<file path="src/rtl/rl_pkg.sv">
// Package: shared state encodings for the refill controller.
// Assumes one refill engine and one outstanding processor read.
package rl_pkg;

    // Processor-side sequencer states.
    typedef enum logic [2:0] {
        CPU_IDLE  = 3'd0,
        CPU_LOOK  = 3'd1,
        CPU_RETRY = 3'd2,
        CPU_WAIT  = 3'd3,
        CPU_RESP  = 3'd4
    } cpu_st_e;

    // Refill engine states.
    typedef enum logic [1:0] {
        ENG_IDLE = 2'd0,
        ENG_REQ  = 2'd1,
        ENG_FILL = 2'd2,
        ENG_DONE = 2'd3
    } eng_st_e;

endpackage

</file>
<file path="src/rtl/rl_fill_engine.sv">
// Refill engine: fetches one line from main memory and writes every
// returned word into the cache line in arrival order.
// Assumes memory returns exactly WORDS beats, ascending from word 0,
// each flagged by mem_rvalid_i, and starts no earlier than the cycle
// after the request. start_i is raised only while the engine is idle.
module rl_fill_engine
    import rl_pkg::*;
#(
    parameter int LINE_W = 13,
    parameter int DATA_W = 32,
    parameter int WORDS  = 8,
    parameter int OFF_W  = $clog2(WORDS)
) (
    input  logic              clk,
    input  logic              rst_n,
    input  logic              start_i,
    input  logic [LINE_W-1:0] start_line_i,
    input  logic              mem_rvalid_i,
    input  logic [DATA_W-1:0] mem_rdata_i,
    output logic              busy_o,
    output logic              mem_req_o,
    output logic [LINE_W-1:0] mem_line_o,
    output logic              fill_we_o,
    output logic [LINE_W-1:0] fill_line_o,
    output logic [OFF_W-1:0]  fill_word_o,
    output logic [DATA_W-1:0] fill_data_o,
    output logic              fill_done_o
);

    localparam logic [OFF_W-1:0] LAST_WORD = OFF_W'(WORDS - 1);

    eng_st_e           st_q, st_d;
    logic [LINE_W-1:0] line_q;
    logic [OFF_W-1:0]  cnt_q;
    logic [WORDS-1:0]  arrived_q;
    logic              beat;

    assign beat = (st_q == ENG_FILL) && mem_rvalid_i;

    // Next-state choice for the refill sequence.
    always_comb begin
        st_d = st_q;
        case (st_q)
            ENG_IDLE: if (start_i) st_d = ENG_REQ;
            ENG_REQ:  st_d = ENG_FILL;
            ENG_FILL: if (beat && (cnt_q == LAST_WORD)) st_d = ENG_DONE;
            ENG_DONE: st_d = ENG_IDLE;
            default:  st_d = ENG_IDLE;
        endcase
    end

    // State register.
    always_ff @(posedge clk) begin
        if (!rst_n) st_q <= ENG_IDLE;
        else        st_q <= st_d;
    end

    // Holds the line address for the length of one refill.
    always_ff @(posedge clk) begin
        if (!rst_n)                            line_q <= '0;
        else if ((st_q == ENG_IDLE) && start_i) line_q <= start_line_i;
    end

    // Beat counter: position of the next word to be written.
    always_ff @(posedge clk) begin
        if (!rst_n)               cnt_q <= '0;
        else if (st_q == ENG_REQ) cnt_q <= '0;
        else if (beat)            cnt_q <= cnt_q + OFF_W'(1);
    end

    // One arrival flag per word of the line, cleared at each new request.
    for (genvar w = 0; w < WORDS; w++) begin : g_arrived
        always_ff @(posedge clk) begin
            if (!rst_n)                              arrived_q[w] <= 1'b0;
            else if (st_q == ENG_REQ)                arrived_q[w] <= 1'b0;
            else if (beat && (cnt_q == OFF_W'(w)))   arrived_q[w] <= 1'b1;
        end
    end

    assign busy_o      = (st_q != ENG_IDLE);
    assign mem_req_o   = (st_q == ENG_REQ);
    assign mem_line_o  = line_q;
    assign fill_we_o   = beat;
    assign fill_line_o = line_q;
    assign fill_word_o = cnt_q;
    assign fill_data_o = mem_rdata_i;
    assign fill_done_o = (st_q == ENG_DONE);

    // ---- assertions ----
    logic [OFF_W-1:0] prev_word;
    assign prev_word = fill_word_o - OFF_W'(1);

    assert_req_pulse_R2: assert property (@(posedge clk) disable iff (!rst_n)
        mem_req_o |=> !mem_req_o);

    assert_req_after_start_R2: assert property (@(posedge clk) disable iff (!rst_n)
        mem_req_o |-> $past(start_i));

    assert_word_once_R3: assert property (@(posedge clk) disable iff (!rst_n)
        fill_we_o |-> !arrived_q[fill_word_o]);

    assert_word_ascending_R3: assert property (@(posedge clk) disable iff (!rst_n)
        (fill_we_o && (fill_word_o != '0)) |-> arrived_q[prev_word]);

    assert_done_full_R5: assert property (@(posedge clk) disable iff (!rst_n)
        fill_done_o |-> (&arrived_q));

    assert_no_start_busy_R7: assert property (@(posedge clk) disable iff (!rst_n)
        start_i |-> !busy_o);

endmodule

</file>
<file path="src/rtl/rl_cpu_seq.sv">
// Processor-side sequencer: accepts one read, runs the access cycle,
// and on a miss either starts the refill engine or waits for it to go
// idle and repeats the access. While a refill runs for this read, it
// watches the line writes for the requested word (load-through).
// Assumes the lookup answers within the access cycle.
module rl_cpu_seq
    import rl_pkg::*;
#(
    parameter int ADDR_W = 16,
    parameter int OFF_W  = 3,
    parameter int LINE_W = ADDR_W - OFF_W
) (
    input  logic              clk,
    input  logic              rst_n,
    input  logic              cpu_req_i,
    input  logic [ADDR_W-1:0] cpu_addr_i,
    input  logic              look_hit_i,
    input  logic              eng_busy_i,
    input  logic              fill_we_i,
    input  logic [LINE_W-1:0] fill_line_i,
    input  logic [OFF_W-1:0]  fill_word_i,
    output logic              cpu_ready_o,
    output logic              look_en_o,
    output logic [ADDR_W-1:0] look_addr_o,
    output logic              start_o,
    output logic [LINE_W-1:0] start_line_o,
    output logic              take_look_o,
    output logic              take_fill_o
);

    cpu_st_e           st_q, st_d;
    logic [ADDR_W-1:0] addr_q;
    logic              crit_match;

    assign crit_match = fill_we_i
                     && (fill_line_i == addr_q[ADDR_W-1:OFF_W])
                     && (fill_word_i == addr_q[OFF_W-1:0]);

    // Next-state choice for one processor read.
    always_comb begin
        st_d = st_q;
        case (st_q)
            CPU_IDLE:  if (cpu_req_i) st_d = CPU_LOOK;
            CPU_LOOK: begin
                if (look_hit_i)       st_d = CPU_RESP;
                else if (!eng_busy_i) st_d = CPU_WAIT;
                else                  st_d = CPU_RETRY;
            end
            CPU_RETRY: if (!eng_busy_i) st_d = CPU_LOOK;
            CPU_WAIT:  if (crit_match)  st_d = CPU_RESP;
            CPU_RESP:  st_d = CPU_IDLE;
            default:   st_d = CPU_IDLE;
        endcase
    end

    // State register.
    always_ff @(posedge clk) begin
        if (!rst_n) st_q <= CPU_IDLE;
        else        st_q <= st_d;
    end

    // Captures the read address when the request is accepted.
    always_ff @(posedge clk) begin
        if (!rst_n)                               addr_q <= '0;
        else if ((st_q == CPU_IDLE) && cpu_req_i) addr_q <= cpu_addr_i;
    end

    assign cpu_ready_o  = (st_q == CPU_IDLE);
    assign look_en_o    = (st_q == CPU_LOOK);
    assign look_addr_o  = addr_q;
    assign start_o      = (st_q == CPU_LOOK) && !look_hit_i && !eng_busy_i;
    assign start_line_o = addr_q[ADDR_W-1:OFF_W];
    assign take_look_o  = (st_q == CPU_LOOK) && look_hit_i;
    assign take_fill_o  = (st_q == CPU_WAIT) && crit_match;

    // ---- assertions ----
    assert_wait_has_refill_R4: assert property (@(posedge clk) disable iff (!rst_n)
        (st_q == CPU_WAIT) |-> eng_busy_i);

    assert_retry_no_fetch_R7: assert property (@(posedge clk) disable iff (!rst_n)
        (st_q == CPU_RETRY) |=> !start_o || $past(!eng_busy_i));

endmodule

</file>
<file path="src/rtl/rl_resp_path.sv">
// Response register: holds the word returned to the processor, taken
// either from the lookup on a hit or from the line write on load-through.
// Assumes at most one of the two capture strobes is high in a cycle.
module rl_resp_path #(
    parameter int DATA_W = 32
) (
    input  logic              clk,
    input  logic              rst_n,
    input  logic              take_look_i,
    input  logic              take_fill_i,
    input  logic [DATA_W-1:0] look_data_i,
    input  logic [DATA_W-1:0] fill_data_i,
    output logic              rvalid_o,
    output logic [DATA_W-1:0] rdata_o
);

    // One-cycle valid strobe for each captured word.
    always_ff @(posedge clk) begin
        if (!rst_n) rvalid_o <= 1'b0;
        else        rvalid_o <= take_look_i || take_fill_i;
    end

    // Data register, loaded from whichever source is strobed.
    always_ff @(posedge clk) begin
        if (!rst_n)           rdata_o <= '0;
        else if (take_look_i) rdata_o <= look_data_i;
        else if (take_fill_i) rdata_o <= fill_data_i;
    end

    assert_one_source_R4: assert property (@(posedge clk) disable iff (!rst_n)
        !(take_look_i && take_fill_i));

endmodule

</file>
<file path="src/rtl/refill_loadthru.sv">
// Top: cache line refill controller with load-through. Connects the
// processor sequencer, the refill engine and the response register.
// Assumes external tag/valid storage that answers look_en_o in the same
// cycle and sets a line valid on fill_done_o.
module refill_loadthru #(
    parameter int ADDR_W = 16,
    parameter int DATA_W = 32,
    parameter int WORDS  = 8
) (
    input  logic                              clk,
    input  logic                              rst_n,
    input  logic                              cpu_req_i,
    input  logic [ADDR_W-1:0]                 cpu_addr_i,
    output logic                              cpu_ready_o,
    output logic                              cpu_rvalid_o,
    output logic [DATA_W-1:0]                 cpu_rdata_o,
    output logic                              look_en_o,
    output logic [ADDR_W-1:0]                 look_addr_o,
    input  logic                              look_hit_i,
    input  logic [DATA_W-1:0]                 look_data_i,
    output logic                              mem_req_o,
    output logic [ADDR_W-$clog2(WORDS)-1:0]   mem_line_o,
    input  logic                              mem_rvalid_i,
    input  logic [DATA_W-1:0]                 mem_rdata_i,
    output logic                              fill_we_o,
    output logic [ADDR_W-$clog2(WORDS)-1:0]   fill_line_o,
    output logic [$clog2(WORDS)-1:0]          fill_word_o,
    output logic [DATA_W-1:0]                 fill_data_o,
    output logic                              fill_done_o
);

    localparam int OFF_W  = $clog2(WORDS);
    localparam int LINE_W = ADDR_W - OFF_W;

    logic              eng_busy;
    logic              start;
    logic [LINE_W-1:0] start_line;
    logic              take_look;
    logic              take_fill;

    rl_cpu_seq #(
        .ADDR_W (ADDR_W),
        .OFF_W  (OFF_W),
        .LINE_W (LINE_W)
    ) u_seq (
        .clk          (clk),
        .rst_n        (rst_n),
        .cpu_req_i    (cpu_req_i),
        .cpu_addr_i   (cpu_addr_i),
        .look_hit_i   (look_hit_i),
        .eng_busy_i   (eng_busy),
        .fill_we_i    (fill_we_o),
        .fill_line_i  (fill_line_o),
        .fill_word_i  (fill_word_o),
        .cpu_ready_o  (cpu_ready_o),
        .look_en_o    (look_en_o),
        .look_addr_o  (look_addr_o),
        .start_o      (start),
        .start_line_o (start_line),
        .take_look_o  (take_look),
        .take_fill_o  (take_fill)
    );

    rl_fill_engine #(
        .LINE_W (LINE_W),
        .DATA_W (DATA_W),
        .WORDS  (WORDS),
        .OFF_W  (OFF_W)
    ) u_eng (
        .clk          (clk),
        .rst_n        (rst_n),
        .start_i      (start),
        .start_line_i (start_line),
        .mem_rvalid_i (mem_rvalid_i),
        .mem_rdata_i  (mem_rdata_i),
        .busy_o       (eng_busy),
        .mem_req_o    (mem_req_o),
        .mem_line_o   (mem_line_o),
        .fill_we_o    (fill_we_o),
        .fill_line_o  (fill_line_o),
        .fill_word_o  (fill_word_o),
        .fill_data_o  (fill_data_o),
        .fill_done_o  (fill_done_o)
    );

    rl_resp_path #(
        .DATA_W (DATA_W)
    ) u_resp (
        .clk         (clk),
        .rst_n       (rst_n),
        .take_look_i (take_look),
        .take_fill_i (take_fill),
        .look_data_i (look_data_i),
        .fill_data_i (fill_data_o),
        .rvalid_o    (cpu_rvalid_o),
        .rdata_o     (cpu_rdata_o)
    );

    // ---- assertions ----
    assert_hit_data_R1: assert property (@(posedge clk) disable iff (!rst_n)
        (cpu_rvalid_o && $past(look_en_o && look_hit_i)) |-> (cpu_rdata_o == $past(look_data_i)));

    assert_fill_data_R4: assert property (@(posedge clk) disable iff (!rst_n)
        (cpu_rvalid_o && !$past(look_en_o)) |-> ($past(fill_we_o) && (cpu_rdata_o == $past(fill_data_o))));

    assert_ready_back_R6: assert property (@(posedge clk) disable iff (!rst_n)
        cpu_rvalid_o |=> cpu_ready_o);

    assert_reset_state_R8: assert property (@(posedge clk)
        !rst_n |=> (cpu_ready_o && !cpu_rvalid_o && !mem_req_o && !fill_we_o && !fill_done_o));

endmodule

</file>
<file path="config.mk">
export PLATFORM = sky130hd
export DESIGN_NAME = refill_loadthru
export DESIGN_NICKNAME = d
export VERILOG_FILES = /design/src/rtl/rl_pkg.sv /design/src/rtl/rl_fill_engine.sv /design/src/rtl/rl_cpu_seq.sv /design/src/rtl/rl_resp_path.sv /design/src/rtl/refill_loadthru.sv
export SDC_FILE = /design/constraint.sdc
export NUM_CORES = 1
export LEC_CHECK = 0
export BUFFER_PORTS_ARGS = -buffer_cell sky130_fd_sc_hd__buf_2
export CAP_MARGIN = 20
export CELL_PAD_IN_SITES_DETAIL_PLACEMENT = 1
export CELL_PAD_IN_SITES_GLOBAL_PLACEMENT = 1
export CORE_MARGIN = 3
export CORE_UTILIZATION = 25
export DETAILED_ROUTE_END_ITERATION = 8
export GPL_TIMING_DRIVEN = 0
export PLACE_DENSITY = 0.61
export SETUP_SLACK_MARGIN = 0.02
export SYNTH_ARGS = -nofsm -noshare
export SYNTH_HDL_FRONTEND = slang
export SYNTH_SLANG_ARGS = --single-unit
</file>
<file path="constraint.sdc">
create_clock -name clk -period 4.9 [get_ports clk]
set_input_delay 0.49 -clock clk [delete_from_list [all_inputs] [get_ports clk]]
set_output_delay 0.49 -clock clk [all_outputs]
set_load 0.01 [all_outputs]
</file>
# Word level (Yosys, flattened, before mapping)
# Index checks and enable logic that the tools add are counted.
dict set report word_totals {
  wordCells 54
  output_inout_bits 115
  inputBits 85
  register_bits 70
}
dict set report classes {
  mux 11
  n_bitwise 1
  n_reduce_logical 20
  eq_ne 14
  addsub 1
}
# op count
set ops {}
lappend ops {{$mux 32} 2}
lappend ops {{$eq 13x13->1} 1}
lappend ops {{$mux 3} 4}
lappend ops {{$pmux 3 s4} 1}
lappend ops {{$logic_and 1x1->1} 10}
lappend ops {{$pmux 2 s4} 1}
lappend ops {{$eq 3x2->1 const B} 2}
lappend ops {{$ne 2x2->1 const B} 3}
lappend ops {{$eq 2x2->1 const B} 2}
lappend ops {{$mux 2} 2}
lappend ops {{$ne 2x1->1 const B} 2}
lappend ops {{$reduce_bool 2->1} 2}
lappend ops {{$add 3x1->3 const B} 1}
lappend ops {{$eq 3x1->1 const B} 1}
lappend ops {{$eq 3x3->1} 1}
lappend ops {{$eq 3x3->1 const B} 1}
lappend ops {{$logic_not 3->1} 1}
lappend ops {{$reduce_and 3->1} 1}
lappend ops {{$eq 2x1->1 const B} 1}
lappend ops {{$logic_not 1->1} 2}
lappend ops {{$logic_not 2->1} 1}
lappend ops {{$reduce_and 2->1} 1}
lappend ops {{$reduce_or 2->1} 1}
lappend ops {{$logic_or 1x1->1} 1}
lappend ops {{other kinds (2)} 2}

# Logic depth before layout (Yosys ltp)
# Gate-level depths: netlist of run 1.
dict set report logic_depth {
  ltp_word 7
  mapped_depth 9
  ltp_nobuf 7
}

# Cells and area by module
# A second synthesis of run 1 with hierarchy kept.
dict set report hier_totals {
  hier_cells 419
  area_unflattened_um2 4137.7
}
# module instances seq_area_each_um2 cells_each area_per_inst_um2
set by_module_without_submodules {}
lappend by_module_without_submodules {rl_resp_path 1 660.6 145 1798.0}
lappend by_module_without_submodules {rl_fill_engine 1 360.3 133 1186.1}
lappend by_module_without_submodules {rl_cpu_seq 1 380.4 141 1153.6}

# Least setup slack after synthesis of run 1
# No wires, ideal clock.
dict set report synth_path {
  path_type {reg2reg}
  start {register u_eng.st_q[0]}
  end {register u_resp.rdata_o[10]}
  path_stages_with_launch 10
  path_buffers 2
  path_slack_ps 2959
  required_time_ps 4828
  t_arrival_ps 1870
  period_less_slack_ps 1941
  setup_time_ps 72
  cell_sequence {dfxtp_1 > inv_1 > ha_1 > nand2_2 > a2111o_1 > nor4_1 > and4_1 > buf_6 > buf_12 > mux2i_1}
}
dict set report synth_via {
  elab_chain_cells 6
}
# item line
set synth_rtl {}
lappend synth_rtl {{start: declaration} rl_fill_engine.sv:32} ;# eng_st_e st_q, st_d;
lappend synth_rtl {{start signal: assignment} rl_fill_engine.sv:55} ;# else st_q <= st_d;
lappend synth_rtl {{$eq 2x2->1} rl_fill_engine.sv:38} ;# assign beat = (st_q == ENG_FILL) && mem_rvalid_i;
lappend synth_rtl {{$logic_and 1x1->1} rl_fill_engine.sv:38}
lappend synth_rtl {{$logic_and 1x1->1} rl_cpu_seq.sv:36} ;# && (fill_line_i == addr_q[ADDR_W-1:OFF_W])
lappend synth_rtl {{$logic_and 1x1->1} rl_cpu_seq.sv:37} ;# && (fill_word_i == addr_q[OFF_W-1:0]);
lappend synth_rtl {{$logic_and 1x1->1} rl_cpu_seq.sv:74} ;# assign take_fill_o = (st_q == CPU_WAIT) && crit_match;
lappend synth_rtl {{$reduce_bool 2->1 (no line)} n/a}
lappend synth_rtl {{end signal: assignment} rl_resp_path.sv:26} ;# else if (take_look_i) rdata_o <= look_data_i;
lappend synth_rtl {{end signal: assignment} rl_resp_path.sv:27} ;# else if (take_fill_i) rdata_o <= fill_data_i;
lappend synth_rtl {{end: declaration} rl_resp_path.sv:14} ;# output logic [DATA_W-1:0] rdata_o
# No other way between the ends.
# A chain may end at the register's enable or synchronous reset.

# Worst setup path in the final report of run 1
dict set report layout_path {
  start {register u_eng.st_q[0]}
  end {register u_resp.rdata_o[13]}
}
# Same word-level chain as after synthesis.

==> metrics.cfg, run 1 <==
[detailed_routing]
vias_per_cell = 4.38
ant_nets = 0
drt_iter0_drc = 68
dr.pass1.iters = 4
finalWirelength_microns = 13800
drc = 0
wl_per_cell_microns = 15.5
vias = 3906

[critical_path]
critPathCaptureType = register
critPathRequiredTime_ns = 5.16
cp_cell_sequence = inv_1 > ha_1 > nand2_2 > a2111o_1 > nor4_1 > and4_1 > buf_6 > buf_12 > mux2i_1
critPathLaunchType = register
worst-r2r-cell-count = 9
cpPeakStageDelay_ns = 0.41
cp_data_arrival_time_ns = 2.57
slowest_stage = a2111o_1
path_class = register to register
path_max_fanout = 10

[die]
start_util_pct = 25.6
core-area_sq_mm = 0.0166
die_area_sq_mm = 0.0186
die_y_microns = 137
die_x_microns = 137
rows = 47
pin_count = 200

[logic_synthesis]
synthArstFlopShare_pct = 0
synth_ff_type = dfxtp_1
synth_cell_types = 38
synthXorXnorAreaFrac_pct = 3.29
syn-num-nets = 549
synth-seq-area-share_pct = 32.9
synthTopCellsByArea = dfxtp_1 (33%), mux2i_1 (11%), nand2_1 (9.2%)
synth-compound-area-share_pct = 5.29
muxShareOfSynthArea_pct = 28.2
ys_warn_count = 0
synthAdderAreaFrac_pct = 2.06
synth_edf_count = 0
synthTopCellsByCount = nand2_1 (104), dfxtp_1 (70), buf_4 (48)
synth.most_common_cell = nand2_1
synth_area_per_cell_sq_um = 9.32
netlist.area_leader.share_pct = 32.9
syn-instance-count = 457
yosys.area_share.simple_pct = 15.0
syn-cell-area_sq_mm = 0.00426
synth_top_area_cell = dfxtp_1
synth_top_family_by_area = multiplexers
synth-seq-cells = 70

[sta]
report.final.slew_viol_count = 0
tightest_slew_ns = 0.604
skew_ns = 0.00754
hold_viol = 0
finalCriticalPeriod_ns = 2.31
hold_slack_ns = 0.405
max_freq_ghz = 0.433
grt_setup_unrepaired = no
relSlewSlack_pct = 59.7
setup_viol = 0
fin_crit_sh_pct = 47.2
fin_setup_tns_ns = 0
worst_slack_ns = 2.59

[cts]
numCtsBuffers = 9
cts-resized-gates = 0
cts_max_level = 3
hold_buffers = 0
root_buffer = clkbuf_16
path_clk_slew_ns = 0.06
clk_path_buf_depth = 2
cts.sinks = 70
insertion_delay_ns = 0.33
cts_setup_buffers = 0
cts_tree = built

[run_status]
status = finished clean

[placement]
dpl.cell_count = 875
dp_slack_ns = 2.58
gp_congestion = 0.792
port_buffers = 198
detailed_place_hpwl_microns = 11000

[layout]
fillers = 2014
multi_input_area_sq_mm = 0.00229
nNetsFinal = 758
stdcell_count = 891
syn2layout_area_growth_pct = 36.6
num_antenna_cells = 0
regArea_sq_mm = 0.00140
drive_above_1_share_pct = 46.2

[min_path]
worstHoldPathType = input pin to register
hold_depth = 3

[pwr]
power.density_mw_per_mm2 = 327
max-vdd-ir-drop_v = 0.000156
p_leak_nw = 2.89
p_switching_w = 0.000605
p_sw_share_pct = 31.8
pwr-share-clk_pct = 34.2
total_power_w = 0.00190
combPwrFrac_pct = 30.6
p_int_w = 0.00130
p_seq_share_pct = 35.2

[global_routing]
grt_first_pass_wirelength_microns = 21500
grt_overflow = 0
antenna_found_initial = 1
grt_max_degree = 13
grt_pass1_vias = 4162
track_usage_pct = 14.7

[job]
drv_cap = 0

==> cell type report <==
class	instances	share of cell area [%]
timing repair buffer	198	17.0
clock buffer	10	3.94
multi-input combinational	310	39.4
inverter	5	0.323
tap	220	4.73
buffer	72	9.40
sequential	70	24.1
clock inverter	6	1.08
==> state kept, by name, summed over array words and instances (netlist names) <==
name,cells
u_eng.fill_line_o,13
u_eng.fill_word_o,3
u_eng.st_q,2
u_resp.rdata_o,32
u_resp.rvalid_o,1
u_seq.look_addr_o,16
u_seq.st_q,3
==> metal layers <==
layer,global-route usage [%],wire [microns],vias to the layer above
met2,27.1,7440,82
met1,17.0,5520,1891
li1,-,-,1912
met4,5.71,291,2
met3,2.28,508,19
met5,0,13,-
==> power groups by stage <==
| stage | combinational (W) | sequential [W] | clock, W |
|---|---|---|---|
| floorplan | 0.000367 | 0.000696 | 0 |
| global placement | 0.000574 | 0.000680 | 0 |
| detailed placement | 0.000593 | 0.000683 | 0 |
| CTS | 0.000596 | 0.000672 | 0.000680 |
| global route | 0.000652 | 0.000680 | 0.000700 |
| finish | 0.000582 | 0.000670 | 0.000651 |
==> logic make-up (layout without fill, tap and decap cells) <==
group,after synthesis,in the layout
xor+xnor,16,16
mux,112,112
fa+ha+maj,7,7
simple gates,144,144
flops,70,70
compound gates,31,31
buf+inv,77,291
==> critical path, delay by kind of cell (launching register included) <==
kind / cells / cell delay [ns]
and+or+nand+nor: 3 / 0.58
DFF: 1 / 0.34
AOI/OAI and AO/OA: 1 / 0.41
adders and majority gates: 1 / 0.22
muxes: 1 / 0.21
buffers and inverters: 3 / 0.46
==> metrics by stage <==
step           area, sq um  util, %
5_1_grt               5820     35.0
6_report              5820     35.0
3_3_place_gp          5530     33.2
2_1_floorplan         4260        -
3_5_place_dp          5530     33.2
4_1_cts               5820     35.0
==> cells in the final DEF, fill, tap and decap left out, types with 6 or more instances in the layout <==
master,count
nor2b_1,15
xnor2_1,7
buf_2,200
clkbuf_16,9
ha_1,7
nand2_1,104
xor2_1,9
dfxtp_1,70
mux2i_1,47
buf_4,48
mux2_1,32
mux2_2,33
buf_6,6
a21boi_0,18
clkbuf_1,14
==> worst paths after layout <==
| check | from | end | slack [ns] |
|---|---|---|---|
| setup / recovery | u_eng.st_q[0]$_SDFFE_PN0P_ | u_resp.rdata_o[13]$_SDFFE_PN0P_ | 2.59 |
| hold / removal | cpu_addr_i[12] | u_seq.look_addr_o[12]$_SDFFE_PN0P_ | 0.40 |
| setup reg to reg | u_eng.st_q[0]$_SDFFE_PN0P_ | u_resp.rdata_o[13]$_SDFFE_PN0P_ | 2.59 |
| hold reg to reg | u_seq.look_addr_o[2]$_SDFFE_PN0P_ | u_seq.look_addr_o[2]$_SDFFE_PN0P_ | 0.50 |
Power figures use the tool's default switching activity.
==> run 2: changes to the inputs <==
--- a/config.mk
+++ b/config.mk
@@ -5,6 +5,7 @@
 export SDC_FILE = /design/constraint.sdc
 export NUM_CORES = 1
 export LEC_CHECK = 0
+export ABC_AREA = 1
 export BUFFER_PORTS_ARGS = -buffer_cell sky130_fd_sc_hd__buf_2
 export CAP_MARGIN = 20
 export CELL_PAD_IN_SITES_DETAIL_PLACEMENT = 1
@@ -13,7 +14,7 @@
 export CORE_UTILIZATION = 25
 export DETAILED_ROUTE_END_ITERATION = 8
 export GPL_TIMING_DRIVEN = 0
-export PLACE_DENSITY = 0.61
+export PLACE_DENSITY = 0.67
 export SETUP_SLACK_MARGIN = 0.02
 export SYNTH_ARGS = -nofsm -noshare
 export SYNTH_HDL_FRONTEND = slang
==> constraint.sdc (replaced) <==
create_clock -name clk -period 2.3 [get_ports clk]
set_input_delay 0.23 -clock clk [delete_from_list [all_inputs] [get_ports clk]]
set_output_delay 0.23 -clock clk [all_outputs]
set_load 0.01 [all_outputs]
==> metrics.cfg, run 2 <==
[detailed_routing]
drt_iter0_drc = 124
finalWirelength_microns = 14700
vias_per_cell = 4.30
vias = 4568
dr.pass1.iters = 4
ant_nets = 0
wl_per_cell_microns = 13.8
drc = 0

[cts]
cts.sinks = 70
cts-resized-gates = 0
cts_tree = built
root_buffer = clkbuf_16
path_clk_slew_ns = 0.06
numCtsBuffers = 9
cts_setup_buffers = 0
clk_path_buf_depth = 2
hold_buffers = 0
cts_max_level = 3
insertion_delay_ns = 0.34

[pwr]
max-vdd-ir-drop_v = 0.000379
p_leak_nw = 3.16
combPwrFrac_pct = 31.9
p_int_w = 0.00291
power.density_mw_per_mm2 = 789
p_seq_share_pct = 33.9
p_switching_w = 0.00153
p_sw_share_pct = 34.4
pwr-share-clk_pct = 34.1

[sta]
fin_crit_sh_pct = 88.1
hold_viol = 0
finalCriticalPeriod_ns = 2.03
fin_setup_tns_ns = 0
tightest_slew_ns = 0.586
grt_setup_unrepaired = no
max_freq_ghz = 0.493
skew_ns = 0.0101
setup_viol = 0
relSlewSlack_pct = 60.9
report.final.slew_viol_count = 0

[die]
pin_count = 200
die_y_microns = 133
start_util_pct = 26.1
die_x_microns = 133
rows = 45
core-area_sq_mm = 0.0155
die_area_sq_mm = 0.0178

[global_routing]
grt_overflow = 0
grt_pass1_vias = 4861
grt_first_pass_wirelength_microns = 24300
grt_max_degree = 13
track_usage_pct = 17.0
antenna_found_initial = 0

[logic_synthesis]
synth_cell_types = 28
synth_edf_count = 0
synth_top_area_cell = dfxtp_1
synth.most_common_cell = nand2_1
synthArstFlopShare_pct = 0
synthTopCellsByCount = nand2_1 (163), nor2_1 (96), dfxtp_1 (70)
ys_warn_count = 0
synth-seq-cells = 70
syn-num-nets = 732
synth_ff_type = dfxtp_1
syn-instance-count = 640
synth_area_per_cell_sq_um = 6.34
syn-cell-area_sq_mm = 0.00406
synthTopCellsByArea = dfxtp_1 (35%), nand2_1 (15%), buf_4 (9.1%)
netlist.area_leader.share_pct = 34.5
synth-seq-area-share_pct = 34.5

[layout]
layout_commonest_cell = buf_2
syn2layout_area_growth_pct = 38.8
utilization_pct = 36.2
drive_above_1_share_pct = 34.5
largest_register_ffs = 32
final_cell_area_sq_mm = 0.00563
final_cell_mix = buf_2 (207), nand2_1 (163), nor2_1 (96)
nNetsFinal = 940
num_antenna_cells = 0
regMostFlops = u_resp.rdata_o
stdcell_count = 1063

[placement]
port_buffers = 197
gp_congestion = 0.797
dpl.cell_count = 1048
place_area_sq_mm = 0.00531
detailed_place_hpwl_microns = 11800

[run_status]
status = finished clean

[critical_path]
critPathLaunchType = register
critPathRequiredTime_ns = 2.54
path_max_fanout = 10
cp_data_arrival_time_ns = 2.26
critPathCaptureType = register
path_class = register to register

[min_path]
worstHoldPathType = input pin to register

[job]
drv_cap = 0

-- run 2: cell count changes in the layout (fill, tap and decap cells not counted), sizes merged, moves of 7 or more --
cell	delta
xnor2	-7
nor2	+94
nand3	+65
a21oi	+27
xor2	-9
nand2	+62
o21ai	+33
a21boi	-18
mux2	-65
nor2b	-15
inv	+70
mux2i	-47
-- run 2: through the flow --
step	total power, W	setup slack [ns]	hold WS (ns)
after floorplan	0.00242	0.673	0.365
after global placement	0.00295	0.275	0.455
after detailed placement	0.00297	0.276	0.468
after CTS	0.00452	0.248	0.110
after global routing	0.00477	0.0719	0.130
final	0.00444	0.273	0.121
-- run 2: final timing paths --
path	from	cells after the start	slack (ns)	to
setup / recovery	u_eng.st_q[0]$_SDFFE_PN0P_	12	0.27	u_resp.rdata_o[29]$_SDFFE_PN0P_
hold reg to reg	u_resp.rdata_o[26]$_SDFFE_PN0P_	2	0.47	u_resp.rdata_o[26]$_SDFFE_PN0P_
hold / removal	cpu_addr_i[6]	3	0.12	u_seq.look_addr_o[6]$_SDFFE_PN0P_
setup reg to reg	u_eng.st_q[0]$_SDFFE_PN0P_	12	0.27	u_resp.rdata_o[29]$_SDFFE_PN0P_
-- run 2: logic make-up after synthesis --
kind of cell	after synthesis	share of synthesized area, %
buffers and inverters	152	19.5
AND/OR/NAND/NOR	340	34.8
adder cells (fa/ha/maj)	7	2.16
AO/OA/AOI/OAI	71	9.07
flip-flops	70	34.5
-- run 2: power groups by stage --
stage	Sequential (W)	Combinational [W]	Clock [W]
2_1_floorplan	0.00157	0.000845	0
3_3_place_gp	0.00153	0.00142	0
3_5_place_dp	0.00153	0.00144	0
4_1_cts	0.00151	0.00145	0.00156
5_1_grt	0.00154	0.00162	0.00161
6_report	0.00151	0.00142	0.00152
-- run 2: area by class of cell --
cell class                 count  area [sq um]
buffer                        75           500
clock buffer                  10           239
clock inverter                 5          83.8
fill                        2089          9910
inverter                      77           290
multi-input combinational    418          1870
sequential                    70          1400
tap                          211           264
timing repair buffer         197           986
-- run 2: layer usage --
metal	GRT usage (%)	vias up	routed length, microns	share of wire, %
met5	0	-	0	0
met4	5.31	0	202	1.4
met3	3.51	13	705	4.8
met2	30.2	102	7310	50
met1	20.5	2097	6500	44
li1	-	2356	-	-
-- run 2: critical path, cell delays in order (launching register included) --
cell and delay, ns:
dfxtp_1 0.32, inv_1 0.12, ha_1 0.23, nand2_2 0.12, a21oi_1 0.14, nand3_1 0.11
nor2_1 0.11, nand3_1 0.11, nand2_1 0.22, buf_4 0.22, nand3_1 0.09, nand2_1 0.08
nor2_1 0.04
